[config.mk]
export PLATFORM = sky130hd
export DESIGN_NAME = frame_scrambler
export DESIGN_NICKNAME = d
export VERILOG_FILES = /design/src/rtl/frame_scrambler.sv
export SDC_FILE = /design/constraint.sdc
export NUM_CORES = 1
export LEC_CHECK = 0
export BUFFER_PORTS_ARGS = -buffer_cell sky130_fd_sc_hd__clkbuf_2
export CORE_AREA = 2 2 64 66
export DETAILED_ROUTE_END_ITERATION = 6
export DIE_AREA = 0 0 66 68
export PLACE_DENSITY = 0.8
export SLEW_MARGIN = 20
export SYNTH_ARGS = -nofsm -noshare
export SYNTH_HDL_FRONTEND = slang
export SYNTH_SLANG_ARGS = --single-unit
[constraint.sdc]
create_clock -name clk -period 5.49 [get_ports clk]
set_input_delay 1.098 -clock clk [delete_from_list [all_inputs] [get_ports clk]]
set_output_delay 1.098 -clock clk [all_outputs]
set_load 0.005 [all_outputs]
[src/rtl/frame_scrambler.sv]
module frame_scrambler #(
  parameter logic [7:0] A1_BYTE = 8'hF6,
  parameter logic [7:0] A2_BYTE = 8'h28
) (
  input  logic       clk,
  input  logic       rst_n,
  input  logic [1:0] cfg_poly,
  input  logic       cfg_stm1,
  input  logic       cfg_insert,
  input  logic       in_valid,
  input  logic       in_sof,
  input  logic [7:0] in_data,
  output logic       out_valid,
  output logic       out_sof,
  output logic [7:0] out_data
);
  localparam int WIN = 13;
  localparam int EXT = WIN + 8;

  logic           synced_q;
  logic [1:0]     poly_q;
  logic           stm1_q;
  logic [3:0]     pos_q;
  logic [WIN-1:0] win_q;

  wire       take_sof = in_valid & in_sof;
  wire [1:0] poly_e   = take_sof ? cfg_poly : poly_q;
  wire       stm1_e   = take_sof ? cfg_stm1 : stm1_q;
  wire [3:0] pos_e    = take_sof ? 4'd0 : pos_q;
  wire [3:0] soh_len  = stm1_e ? 4'd9 : 4'd3;
  wire [3:0] fa_cnt   = stm1_e ? 4'd3 : 4'd1;
  wire [3:0] fa_end   = {fa_cnt[2:0], 1'b0};
  wire       active   = synced_q | take_sof;
  wire       in_soh   = pos_e < soh_len;

  logic [WIN-1:0] seed;
  logic [EXT-1:0] seq;
  logic [7:0]     key;
  logic [7:0]     byte_o;

  always_comb
    case (poly_e)
      2'b01:   seed = 13'h07FF;
      2'b10:   seed = 13'h1FFF;
      default: seed = 13'h007F;
    endcase

  wire [WIN-1:0] win_e = (pos_e == soh_len) ? seed : win_q;

  always_comb begin
    seq = '0;
    seq[WIN-1:0] = win_e;
    for (int j = WIN; j < EXT; j++)
      case (poly_e)
        2'b01:   seq[j] = seq[j-9] ^ seq[j-11];
        2'b10:   seq[j] = seq[j-8] ^ seq[j-9] ^ seq[j-12] ^ seq[j-13];
        default: seq[j] = seq[j-6] ^ seq[j-7];
      endcase
    for (int i = 0; i < 8; i++) key[7-i] = seq[i];
  end

  always_comb begin
    byte_o = in_data;
    if (active && !in_soh)
      byte_o = in_data ^ key;
    else if (active && cfg_insert && pos_e < fa_cnt)
      byte_o = A1_BYTE;
    else if (active && cfg_insert && pos_e < fa_end)
      byte_o = A2_BYTE;
  end

  always_ff @(posedge clk) begin
    if (!rst_n) begin
      out_valid <= 1'b0;
      out_sof   <= 1'b0;
      out_data  <= '0;
      synced_q  <= 1'b0;
      poly_q    <= '0;
      stm1_q    <= 1'b0;
      pos_q     <= '0;
      win_q     <= '1;
    end else begin
      out_valid <= in_valid;
      out_sof   <= take_sof;
      if (in_valid) begin
        out_data <= byte_o;
        pos_q    <= (pos_e > soh_len) ? pos_e : pos_e + 4'd1;
        if (take_sof) begin
          synced_q <= 1'b1;
          poly_q   <= cfg_poly;
          stm1_q   <= cfg_stm1;
        end
        if (active && !in_soh) win_q <= seq[EXT-1:8];
      end
    end
  end
endmodule

==> summary.md <==
| Metric | Value |
|---|---|
| WS Path Type | in2reg |
| Initial core utilization | 56.68% |
| TritonCTS clock tree | built |
| Port buffer count | 25 |
| Netlist cell types | 52 |
| CTS Sinks | 31 |
| Total negative slack | 0 ps |
| ANT cells | 0 |
| Critical Path Source Type | input port |
| Initial antenna violation count | 0 |
| Max cap viols | 0 |
| Critical Path Max Stage Delay | 710 ps |
| Number of placed I/O pins | 26 |
| # setup viols final | 0 |
| Slew margin rel. | 39.56% |
| Clock transition at path regs | 70 ps |
| Area leader, netlist | dfxtp_1 |
| Num CTS Buffers | 5 |
| Buf/Inv on CP | 2 |
| CP top delay family | simple AND/OR/NAND/NOR gates |
| Post-synthesis cell count | 271 |
| Max frequency | 247.7 MHz |
| Syn Nets | 294 |
| Rows | 23 |
| RSZ-0062 raised after global routing | no |
| Resized cells post-CTS | 0 |
| Min Clock Period, post-route | 4036 ps |
| Pwr dens | 215.9 mW/mm2 |
| Fraction of registers with async set/reset | 0% |
| Hold Path Depth | 2 |
| Final period utilization | 73.52% |
| Synth top area cells | dfxtp_1 (28%), xnor2_1 (7.6%), nand2_1 (4.3%) |
| Crit path DAT | 4220 ps |
| Placer Congestion | 0.9548 |
| Hold WC Path Type | reg2reg |
| Die height | 68 um |
| Post-Syn Area per Cell | 8.066 um2 |
| Worst setup EP type | flop |
| P&R area growth vs syn | 7.270% |
| Cell Chain, Critical Path | clkbuf_2 -> nand2_1 -> mux2i_1 -> inv_1 -> ha_1 -> a211oi_1 -> o21ai_2 -> nand3_1 -> nor2_1 -> a221o_1 |
| Drt total wl | 5161 um |
| Post CTS Setup Buffer Count | 0 |
| Post-synth EDFFs | 0 |
| R2R Setup Slk | 2610 ps |
| Pre-Repair DR Iteration Count | 4 |
| P_leak | 1.007 nW |
| Cts hold-fix bufs | 0 |
| CTS HTree Levels | 2 |
| Iter 0 DRT Violations | 222 |
| Core area | 0.003856 mm2 |
| Cell with the largest stage delay on the worst path | nand3_1 |
| Hold Path Origin | out_data[3]$_SDFFE_PN0P_ |
| Yosys reg bits | 31 |
| Worst EP required | 5680 ps |
| DR WL/cell | 15.64 um |
| # DRC | 0 |
| CP Depth | 10 |
| Top cell type's share of synthesized area | 28.39% |
| Total GRT Usage | 24.14% |
| Min-Delay Endpoint | out_data[3]$_SDFFE_PN0P_ |
| Die W | 66 um |
| Tightest Pin Transition | 904.0 ps |
| Ys flop type | dfxtp_1 |
| Die ar. | 0.004488 mm2 |
| Worst Skew | 9.123 ps |
| Register area share after synthesis | 28.39% |
| Pin count of the biggest net entering global routing | 26 |
| Status | finished clean |
| Max-slew violations | 0 |
| Mapped cell area | 0.002186 mm2 |
| Vias per inst | 6.197 |
| Vias in the first global route | 1813 |
| Synthesis Warnings | 0 |
| Final #Nets | 302 |
| Global route overflow | 0 |
| Worst r2r dst | win_q[8]$_SDFFE_PN1P_ |
| Commonest non-fill, non-tap cells in the layout | dfxtp_1 (31), nand2_1 (25), clkbuf_2 (25) |
| R2r startpoint | stm1_q$_SDFFE_PN0P_ |
| Reg2reg path depth | 8 |
| DPL Wire Length | 3677 um |
| Max clock buf depth | 2 |
| DR vias | 2045 |
| Utilization after layout | 60.80% |
| Hold Vio Cnt, Final | 0 |
| Share of cells above drive strength 1 | 13.21% |
| Global-route wire length before repair | 8245 um |
| Post-route ant nets | 0 |
| Worst-Skew Late Latency | 290 ps |
| Most common cell after layout, fill and taps aside | dfxtp_1 |
| Peak supply drop | 136.9 uV |
| Clk Tree Root Cell | clkbuf_8 |
| Crit-path max FO | 25 |
==> how the worst max path moves through the flow <==
stage,startpoint,end
2_1_floorplan,in_sof,out_data[5]$_SDFFE_PN0P_
3_3_place_gp,in_valid,win_q[8]$_SDFFE_PN1P_
3_5_place_dp,in_valid,win_q[8]$_SDFFE_PN1P_
4_1_cts,in_valid,win_q[8]$_SDFFE_PN1P_
5_1_grt,in_valid,win_q[10]$_SDFFE_PN1P_
6_report,in_valid,win_q[8]$_SDFFE_PN1P_
==> through the flow <==
step           setup slack (ps)  total power [W]  hold WS (ps)  area [um2]  instances
2_1_floorplan              2123        0.0003055         485.5        2186        271
3_3_place_gp               1384        0.0003297         486.5        2263        322
3_5_place_dp               1217        0.0003319         492.5        2263        322
4_1_cts                    1511        0.0005078         502.8        2345        330
5_1_grt                    1051        0.0005264         515.3        2345        330
6_report                   1454        0.0005062         501.3        2345        330
==> final cells by class <==
class / count / area, um2
clock buffer: 7 / 76.32
clock inverter: 1 / 5.005
fill: 355 / 1511
inverter: 14 / 52.55
multi-input combinational: 202 / 1403
sequential: 31 / 620.6
tap: 50 / 62.56
timing repair buffer: 25 / 125.1
==> worst register-to-register path: cells and delay by family, from the launching register on <==
kind                       cells  cell delay, ps
AOI/OAI and AO/OA              3             850
muxes                          1             300
adders and majority gates      1             310
DFF                            1             400
buffers and inverters          1              80
and+or+nand+nor                2             840
==> power breakdown <==
part           internal, W   total, W  switching, W  leakage, nW
Clock            0.0000889   0.000178     0.0000894       0.0422
Combinational    0.0000339  0.0000867     0.0000528        0.711
Sequential        0.000234   0.000241    0.00000752        0.254
Total             0.000356   0.000506      0.000150         1.01
==> cell families after synthesis <==
kind of cell / after synthesis / share of synthesized area (%)
compound gates: 79 / 27.53
mux: 5 / 2.290
flops: 31 / 28.39
xor+xnor: 28 / 11.91
simple gates: 82 / 17.97
buf+inv: 38 / 7.441
fa+ha+maj: 8 / 4.465
==> flip-flops by register name (all words and copies together), names as in the netlist <==
name and cells:
out_sof 1, out_valid 1, out_data 8, stm1_q 1
win_q 13, synced_q 1, pos_q 4, poly_q 2
==> metal layers <==
metal  GRT usage, %  up-vias  share of wire, %
li1               -     1000                 -
met1          31.18      979                45
met2          38.51       58                48
met3          7.237        8               5.9
met4          8.418        0               1.3
met5              0        -                 0
==> synthesized netlist by cell type, types with 2 or more instances <==
| library cell | number |
|---|---|
| a41oi_1 | 6 |
| dfxtp_1 | 31 |
| ha_1 | 7 |
| or3_1 | 7 |
| a221oi_1 | 2 |
| a221o_1 | 6 |
| o311ai_0 | 2 |
| a21oi_1 | 9 |
| o21ai_0 | 15 |
| a31oi_1 | 2 |
| clkbuf_1 | 15 |
| nor3_1 | 4 |
| o21a_1 | 3 |
| a2111oi_0 | 2 |
| a32oi_1 | 2 |
| and3_1 | 3 |
| a311oi_1 | 2 |
| mux2i_1 | 5 |
| xor2_1 | 8 |
| nand2_1 | 25 |
| nand3_1 | 12 |
| a31o_2 | 3 |
| buf_2 | 7 |
| inv_1 | 14 |
| nor2_1 | 19 |
| nand2b_1 | 3 |
| o221ai_1 | 4 |
| and2_1 | 4 |
| xnor2_1 | 19 |
| a211o_1 | 3 |
| o211ai_1 | 6 |
No activity file was read; power rests on OpenSTA's default activity.
